[config.mk]
export PLATFORM = sky130hd
export DESIGN_NAME = rf_meas
export DESIGN_NICKNAME = d
export VERILOG_FILES = /design/src/rtl/rf_pkg.sv /design/src/rtl/rf_edge_sync.sv /design/src/rtl/rf_counter.sv /design/src/rtl/rf_meas.sv
export SDC_FILE = /design/constraint.sdc
export NUM_CORES = 1
export LEC_CHECK = 0
export CORE_UTILIZATION = 55
export CTS_CLUSTER_SIZE = 8
export DETAILED_ROUTE_END_ITERATION = 8
export PLACE_DENSITY = 0.95
export SETUP_SLACK_MARGIN = 0.05
export SLEW_MARGIN = 25
export SYNTH_ARGS = -nofsm -noshare
export SYNTH_HDL_FRONTEND = slang
export SYNTH_SLANG_ARGS = --single-unit
export TNS_END_PERCENT = 10
[constraint.sdc]
create_clock -name clk -period 5.2 [get_ports clk]
set_clock_uncertainty 0.2 [all_clocks]
set_input_delay 1.04 -clock clk [delete_from_list [all_inputs] [get_ports clk]]
set_output_delay 1.04 -clock clk [all_outputs]
set_load 0.01 [all_outputs]
[src/rtl/rf_pkg.sv]
package rf_pkg;
   typedef enum logic [1:0] {
      END_NONE   = 2'd0,
      END_GATE   = 2'd1,
      END_OVF    = 2'd2
   } end_cause_e;
endpackage

[src/rtl/rf_edge_sync.sv]
module rf_edge_sync #(
   parameter int STAGES = 2
) (
   input  logic clk,
   input  logic rst_n,
   input  logic async_in,
   output logic rise
);
   generate
      if (STAGES < 2) begin : g_bad_stages
         $error("rf_edge_sync: STAGES must be at least 2");
      end
   endgenerate

   logic [STAGES-1:0] chain_q;
   logic              prev_q;

   generate
      for (genvar i = 0; i < STAGES; i++) begin : g_stage
         if (i == 0) begin : g_first
            always_ff @(posedge clk or negedge rst_n)
               if (!rst_n) chain_q[0] <= 1'b0;
               else        chain_q[0] <= async_in;
         end else begin : g_next
            always_ff @(posedge clk or negedge rst_n)
               if (!rst_n) chain_q[i] <= 1'b0;
               else        chain_q[i] <= chain_q[i-1];
         end
      end
   endgenerate

   always_ff @(posedge clk or negedge rst_n)
      if (!rst_n) prev_q <= 1'b0;
      else        prev_q <= chain_q[STAGES-1];

   assign rise = chain_q[STAGES-1] & ~prev_q;

   AST_RISE_SINGLE: assert property (@(posedge clk) disable iff (!rst_n)
      rise |=> !rise);
endmodule

[src/rtl/rf_counter.sv]
module rf_counter #(
   parameter int W = 16
) (
   input  logic         clk,
   input  logic         rst_n,
   input  logic         load,
   input  logic [W-1:0] load_val,
   input  logic         inc,
   output logic [W-1:0] q,
   output logic         wrap
);
   generate
      if (W < 2) begin : g_bad_width
         $error("rf_counter: W must be at least 2");
      end
   endgenerate

   logic [W-1:0] q_r;

   always_ff @(posedge clk or negedge rst_n)
      if (!rst_n)    q_r <= '0;
      else if (load) q_r <= load_val;
      else if (inc)  q_r <= q_r + 1'b1;

   assign q    = q_r;
   assign wrap = inc & (&q_r);

   AST_STEP_ONE: assert property (@(posedge clk) disable iff (!rst_n)
      (inc && !load) |=> q_r == $past(q_r) + 1'b1);
endmodule

[src/rtl/rf_meas.sv]
module rf_meas #(
   parameter int MC_W        = 20,
   parameter int TB_W        = 16,
   parameter int SYNC_STAGES = 2
) (
   input  logic            clk,
   input  logic            rst_n,
   input  logic            osc_in,
   input  logic            preset_wr,
   input  logic [MC_W-1:0] preset_val,
   input  logic [TB_W-1:0] gate_len,
   input  logic            start,
   input  logic            clr_done,
   input  logic            clr_mc_ovf,
   input  logic            clr_tb_ovf,
   output logic            busy,
   output logic [MC_W-1:0] mc_value,
   output logic            done_flag,
   output logic            mc_ovf_flag,
   output logic            tb_ovf_flag,
   output logic            irq
);
   import rf_pkg::*;

   localparam logic [TB_W-1:0] GATE_FREE = '0;

   generate
      if (MC_W < 2 || MC_W > 32) begin : g_bad_mc
         $error("rf_meas: MC_W out of range");
      end
      if (TB_W < 2 || TB_W > 24) begin : g_bad_tb
         $error("rf_meas: TB_W out of range");
      end
   endgenerate

   logic            busy_q, done_q, mc_ovf_q, tb_ovf_q;
   logic [MC_W-1:0] preset_q;
   logic [MC_W-1:0] mc_q;
   logic [TB_W-1:0] tb_q;
   logic            osc_rise, mc_wrap, tb_wrap;
   logic            start_ok, gate_hit;
   end_cause_e      cause;

   assign start_ok = start & ~busy_q;
   assign gate_hit = busy_q && (gate_len != GATE_FREE) && (tb_q == gate_len - 1'b1);

   always_comb begin
      if (mc_wrap || tb_wrap) cause = END_OVF;
      else if (gate_hit)      cause = END_GATE;
      else                    cause = END_NONE;
   end

   rf_edge_sync #(.STAGES(SYNC_STAGES)) u_sync (
      .clk(clk), .rst_n(rst_n), .async_in(osc_in), .rise(osc_rise)
   );

   rf_counter #(.W(MC_W)) u_mc (
      .clk(clk), .rst_n(rst_n), .load(start_ok), .load_val(preset_q),
      .inc(busy_q & osc_rise), .q(mc_q), .wrap(mc_wrap)
   );

   rf_counter #(.W(TB_W)) u_tb (
      .clk(clk), .rst_n(rst_n), .load(start_ok), .load_val('0),
      .inc(busy_q), .q(tb_q), .wrap(tb_wrap)
   );

   always_ff @(posedge clk or negedge rst_n)
      if (!rst_n)                     preset_q <= '0;
      else if (preset_wr && !busy_q)  preset_q <= preset_val;

   always_ff @(posedge clk or negedge rst_n)
      if (!rst_n)                 busy_q <= 1'b0;
      else if (start_ok)          busy_q <= 1'b1;
      else if (cause != END_NONE) busy_q <= 1'b0;

   always_ff @(posedge clk or negedge rst_n)
      if (!rst_n) begin
         done_q   <= 1'b0;
         mc_ovf_q <= 1'b0;
         tb_ovf_q <= 1'b0;
      end else begin
         if (cause == END_GATE) done_q <= 1'b1;
         else if (clr_done)     done_q <= 1'b0;
         if (mc_wrap)           mc_ovf_q <= 1'b1;
         else if (clr_mc_ovf)   mc_ovf_q <= 1'b0;
         if (tb_wrap)           tb_ovf_q <= 1'b1;
         else if (clr_tb_ovf)   tb_ovf_q <= 1'b0;
      end

   assign busy        = busy_q;
   assign mc_value    = mc_q;
   assign done_flag   = done_q;
   assign mc_ovf_flag = mc_ovf_q;
   assign tb_ovf_flag = tb_ovf_q;
   assign irq         = done_q | mc_ovf_q | tb_ovf_q;

   AST_IDLE_FROZEN: assert property (@(posedge clk) disable iff (!rst_n)
      (!busy && !start) |=> $stable(mc_value));
   AST_START_IGNORED: assert property (@(posedge clk) disable iff (!rst_n)
      (busy && start && cause == END_NONE) |=> (busy && tb_q == $past(tb_q) + 1'b1));
   AST_MC_ABORT: assert property (@(posedge clk) disable iff (!rst_n)
      mc_wrap |=> (!busy && mc_ovf_flag && mc_value == '0));
   AST_TB_ABORT: assert property (@(posedge clk) disable iff (!rst_n)
      tb_wrap |=> (!busy && tb_ovf_flag));
   AST_END_FLAGGED: assert property (@(posedge clk) disable iff (!rst_n)
      $fell(busy) |-> (done_flag || mc_ovf_flag || tb_ovf_flag));
   AST_IRQ_LEVEL: assert property (@(posedge clk) disable iff (!rst_n)
      (done_flag || mc_ovf_flag || tb_ovf_flag) |-> irq);
endmodule

# == Word-level counts from Yosys, hierarchy flattened ==
# Index checks and enable logic that the tools add are counted.
# classes
n_mux,14
eq_ne,2
n_addsub,3
n_div,0
bitwise_logic,9
shifts,0
mul,0
magnitude_cmp,0
reduce_logical,15
# ops
op,count
$mux W20,2
$mux W16,2
$add A20 B1 Y20 const B,1
$reduce_and A20 Y1,1
$add A16 B1 Y16 const B,1
$eq A16 B16 Y1,1
$reduce_and A16 Y1,1
$reduce_bool A16 Y1,1
$sub A16 B1 Y16 const B,1
$reduce_bool A2 Y1,7
$mux W1,9
$and A1 B1 Y1,5
$logic_and A1 B1 Y1,3
$eq A2 B1 Y1 const B,1
$mux W2,1
$not A1 Y1,2
$or A1 B1 Y1,2
$logic_not A1 Y1,1
$logic_or A1 B1 Y1,1
# totals
ramBits,0
elab_cells,53
ff_bits,63
latch_bits,0
mem_bits_ro,0
n_memories,0
in_bits,44

# == Logic depth before layout (Yosys ltp) ==
# logic_depth
depth_word,9
mapped_depth,10
depth_no_buf,9

# == Hierarchy ==
# A second synthesis with hierarchy kept.
# hier_totals
hier_cells,372
hier_area_um2,3659.8
# by_module_without_submodules
module,instances,cells_per_inst,seq_area_each_um2,area_per_inst_um2
rf_meas,1,143,600.6,1527.7
rf_counter at u_mc,1,127,500.5,1113.6
rf_counter at u_tb,1,98,400.4,929.6
rf_edge_sync,1,4,75.1,88.8

# == Least setup slack after synthesis ==
# Ideal clock, no wire load.
# synth_timing
kind,input to register
startpoint,input gate_len[0]
endpoint,register done_q (netlist: done_flag)
cell_stages,9
required_ns,4.935
n_path_buf,1
arrival_time_ns,2.664
slack_ns,2.271
cell_sequence,inv_1 > ha_1 > clkbuf_1 > and2b_2 > o311ai_0 > o221ai_2 > nor4_1 > and4_1 > a31o_1
# synth_between
elab_chain_len,7
# synth_lines
item,line_no,text
"start, declared",rf_meas.sv:11,"input logic [TB_W-1:0] gate_len,"
$sub A16 B1 Y16 / $reduce_bool A16 Y1 (equally long branches),rf_meas.sv:45,assign gate_hit = busy_q && (gate_len != GATE_FREE) && (tb_q == gate_len - 1'b1);
$eq A16 B16 Y1 / $logic_and A1 B1 Y1 (equally long branches),rf_meas.sv:45,
$logic_and A1 B1 Y1 *,rf_meas.sv:45,
$mux W1 *,rf_meas.sv:49,else if (gate_hit) cause = END_GATE;
$mux W2 *,rf_meas.sv:48,if (mc_wrap || tb_wrap) cause = END_OVF;
$eq A2 B1 Y1 *,rf_meas.sv:82,if (cause == END_GATE) done_q <= 1'b1;
$mux W1 / $reduce_bool A2 Y1 (equally long branches),n/a,
"end signal, assigned",rf_meas.sv:78,done_q <= 1'b0;
"end signal, assigned",rf_meas.sv:82,
"end signal, assigned",rf_meas.sv:83,else if (clr_done) done_q <= 1'b0;
"end, declared",rf_meas.sv:36,"logic busy_q, done_q, mc_ovf_q, tb_ovf_q;"
# Mark *: on every way between the ends. The rest lies on a longest branch, timed or not.
# A chain may end at the register's enable or synchronous reset.

# == Worst setup path in the final report ==
# layout_timing
startpoint,input gate_len[2]
endpoint,register busy_q (netlist: busy)
# layout_between
elab_chain_len,7
# layout_lines
item,line_no,text
$sub A16 B1 Y16 / $reduce_bool A16 Y1 (equally long branches),rf_meas.sv:45,
$eq A16 B16 Y1 / $logic_and A1 B1 Y1 (equally long branches),rf_meas.sv:45,
$logic_and A1 B1 Y1 *,rf_meas.sv:45,
$mux W1 *,rf_meas.sv:49,
$mux W2 *,rf_meas.sv:48,
$reduce_bool A2 Y1 *,rf_meas.sv:74,else if (cause != END_NONE) busy_q <= 1'b0;
$reduce_bool A2 Y1 (no source line) *,n/a,
"end signal, assigned",rf_meas.sv:72,if (!rst_n) busy_q <= 1'b0;
"end signal, assigned",rf_meas.sv:73,else if (start_ok) busy_q <= 1'b1;
"end signal, assigned",rf_meas.sv:74,
"end, declared",rf_meas.sv:36,
# Marks and branches as above.

==> results.md <==
* Pwr dens at 297.3 nW/um2
* Skew-Pair Late Insertion Delay at 0.34 ns
* Final Net Count at 470
* Initial Util at 57.41%
* Yosys reg bits at 63
* Seq pwr share at 49.9%
* Comb pwr share at 23.1%
* First-pass GRT wire length at 13.55 mm
* Die height at 81.08 um
* Total negative slack at 0 ns
* Max Slew Vio Count at 0
* Achievable Freq at 0.2980 GHz
* GP Congestion at 0.9302
* Leak at 1.836 nW
* DR WL/cell at 16.91 um
* Yosys cell types at 58
* Routed Antenna Nets at 0
* CP Data Required Time at 5.19 ns
* Startpoint Class: input pin
* Area delta synth->final at 26.01%
* Mapped Nets at 400
* Layout cells sized above 1 at 13.11%
* # clock sinks at 63
* Vias at 3,147
* Hold Crit Class: flop to flop
* NetSw at 0.4107 mW
* IO Port Bufs at 68
* Initial antenna violation count at 0
* Sw Ratio at 31.87%
* Root Buffer Master: clkbuf_8
* Cell Chain, Critical Path: clkdlybuf4s50_1 > nor4_4 > and3_4 > nand3_2 > xnor2_2 > nor4_1 > and4_1 > o21ai_1
* Top cell type's share of synthesized area at 45.83%
* Largest net degree at the start of global routing at 52
* CP max-delay cell: nor4_4
* Die W at 81.08 um
* CTS H-tree depth at 3
* Core box area at 5991 um2
* RSZ-0062 raised after global routing: false
* Final Total Pwr at 1.289 mW
* WL final at 8.488 mm
* N_diodes at 0
* GR Overflow Total at 0
* Tcrit/Tclk final at 64.53%
* Status: complete, no violations
* Row Count at 28
* Synth area leader: dfrtp_1
* Int Pwr at 0.8779 mW
* Post-layout min period at 3.356 ns
* CTS resizes at 0
* Cells after Synth at 352
* EDFF count, synth at 0
* Max incr delay on CP at 0.61 ns
* Clock share of power at 27.0%
* CTS tree: yes
* Mapped Area at 3440 um2
* CP Capture Type: flop
* Top_reg_cell synth: dfrtp_1
* Worst-case clock buffer depth at 2
* Initial detailed-routing violation count at 275
* CP Class: input pin to flop
* Drt pass-1 iters at 8
* Max-cap viol count at 0
* Hold-fix buffers, CTS at 0
* VDD IR max at 0.0002081 V
* # IOs at 69
* Final setup fails at 0
* Slew HR at 33.52%
* Crit path max fanout at 10
* Number of global-route vias before repair at 2,975
* Post-CTS Setup Inserts at 0
* Vias per inst at 6.269
* TritonCTS buffer count at 9
* Clock-pin slew on the worst setup and hold paths at 0.07 ns
* Sequential share of the synthesized area at 45.83%
* HPWL reported at the end of detailed placement at 6.035 mm
* DRC violations left at 0
* FFs w/ async S/R, synth at 100.0%
* Synth area leaders: dfrtp_1 (46%), mux2_2 (6.5%), nand2_1 (4.4%)
* Slew at the pin with the worst max-slew slack at 0.9927 ns
* Yosys warns at 0
* Crit path DAT at 3.34 ns
* Commonest cells post-synth: dfrtp_1 (63), nand2_1 (40), nand3_1 (24)
* Syn avg cell area at 9.771 um2
* Die area at 6574 um2
* Gr usage total at 27.54%
* Count leader, synth: dfrtp_1
* Hold Vio Cnt, Final at 0
per-layer routing:
layer / routed length, um / up-vias / track usage, % / part of all wire, %
met5: 0 / - / 0 / 0
met4: 227 / 0 / 13.75 / 2.7
met3: 580 / 23 / 6.966 / 6.8
met2: 4189 / 171 / 45.46 / 49
met1: 3491 / 1522 / 33.43 / 41
li1: - / 1431 / - / -
through the flow:
step | cells | area [um2] | setup WS [ns] | utilization [%] | hold WS, ns
6_report | 502 | 4334 | 1.844 | 72.35 | 0.1647
3_3_place_gp | 486 | 4178 | 1.603 | 69.74 | 0.1389
5_1_grt | 502 | 4334 | 1.733 | 72.35 | 0.1634
4_1_cts | 502 | 4334 | 1.861 | 72.35 | 0.1674
3_5_place_dp | 486 | 4178 | 1.508 | 69.74 | 0.1587
2_1_floorplan | 352 | 3440 | 2.271 | - | 0.1312
flip-flops by register name, indices dropped and copies added (netlist names):
signal / flops
u_tb.q: 16
tb_ovf_flag: 1
mc_ovf_flag: 1
u_sync.chain_q: 2
done_flag: 1
u_sync.prev_q: 1
busy: 1
u_mc.q: 20
preset_q: 20
path summary, 6_finish.rpt:
kind / from / end / slack [ns] / cells past startpoint
worst max-delay path: gate_len[2] / busy$_DFFE_PN0P_ / 1.84 / 8
worst min-delay path: u_sync.chain_q[0]$_DFF_PN0_ / u_sync.chain_q[1]$_DFF_PN0_ / 0.16 / 0
worst max register to register: busy$_DFFE_PN0P_ / u_mc.q[12]$_DFFE_PN0P_ / 2.55 / 6
worst min register to register: u_sync.chain_q[0]$_DFF_PN0_ / u_sync.chain_q[1]$_DFF_PN0_ / 0.16 / 0
max in group asynchronous: rst_n / u_tb.q[8]$_DFFE_PN0P_ / 3.50 / 2
min in group asynchronous: rst_n / preset_q[18]$_DFFE_PN0P_ / 0.37 / 1
critical path, delay by kind of cell:
family	cells	cell delay, ns
AND/OR/NAND/NOR	5	1.54
XOR/XNOR	1	0.15
buffers and inverters	1	0.54
AO/OA/AOI/OAI	1	0.06
cell usage in the layout, fill, tap and decap left out, types with 3 or more instances in the layout:
cell type | synthesis | routed
a21oi_1 | 11 | 11
a221o_1 | 4 | 4
a31oi_1 | 4 | 4
and3_1 | 10 | 10
clkbuf_8 | 0 | 9
clkdlybuf4s50_1 | 0 | 67
clkinv_2 | 0 | 5
dfrtp_1 | 63 | 63
ha_1 | 4 | 4
inv_1 | 11 | 11
mux2_2 | 20 | 20
mux2i_1 | 4 | 4
nand2_1 | 40 | 40
nand3_1 | 24 | 24
nand4_1 | 9 | 9
nor2_1 | 21 | 21
nor3_1 | 7 | 7
nor4_1 | 4 | 4
o211ai_1 | 6 | 6
o21ai_0 | 22 | 22
o21ai_1 | 7 | 7
o22ai_1 | 3 | 3
xnor2_1 | 11 | 11
xor2_1 | 7 | 7
kinds of logic (layout without fill, tap and decap cells):
logic type | after synthesis | in the layout | synth area share, %
xor gates and xnor gates | 20 | 20 | 5.529
DFF | 63 | 63 | 45.83
and+or+nand+nor | 144 | 144 | 22.77
muxes | 24 | 24 | 7.712
adders and majority gates | 4 | 4 | 1.455
AOI/OAI and AO/OA | 74 | 74 | 13.97
buffers and inverters | 23 | 98 | 2.728
area by class of cell:
type	instances	area, um2
repair buffers	70	690.7
inverters	12	45.04
multi-input cells	266	1772
clock inverters	5	25.02
fillers	425	1657
flip-flops and latches	63	1577
well taps	75	93.84
clock buffers	11	131.4
power by group through the flow:
stage	registers [mW]	clock network [mW]	logic (mW)
finish	0.643	0.348	0.298
global placement	0.641	0	0.275
floorplan	0.623	0	0.181
global route	0.652	0.376	0.329
detailed placement	0.647	0	0.293
CTS	0.639	0.354	0.297
Power figures use the tool's default switching activity.
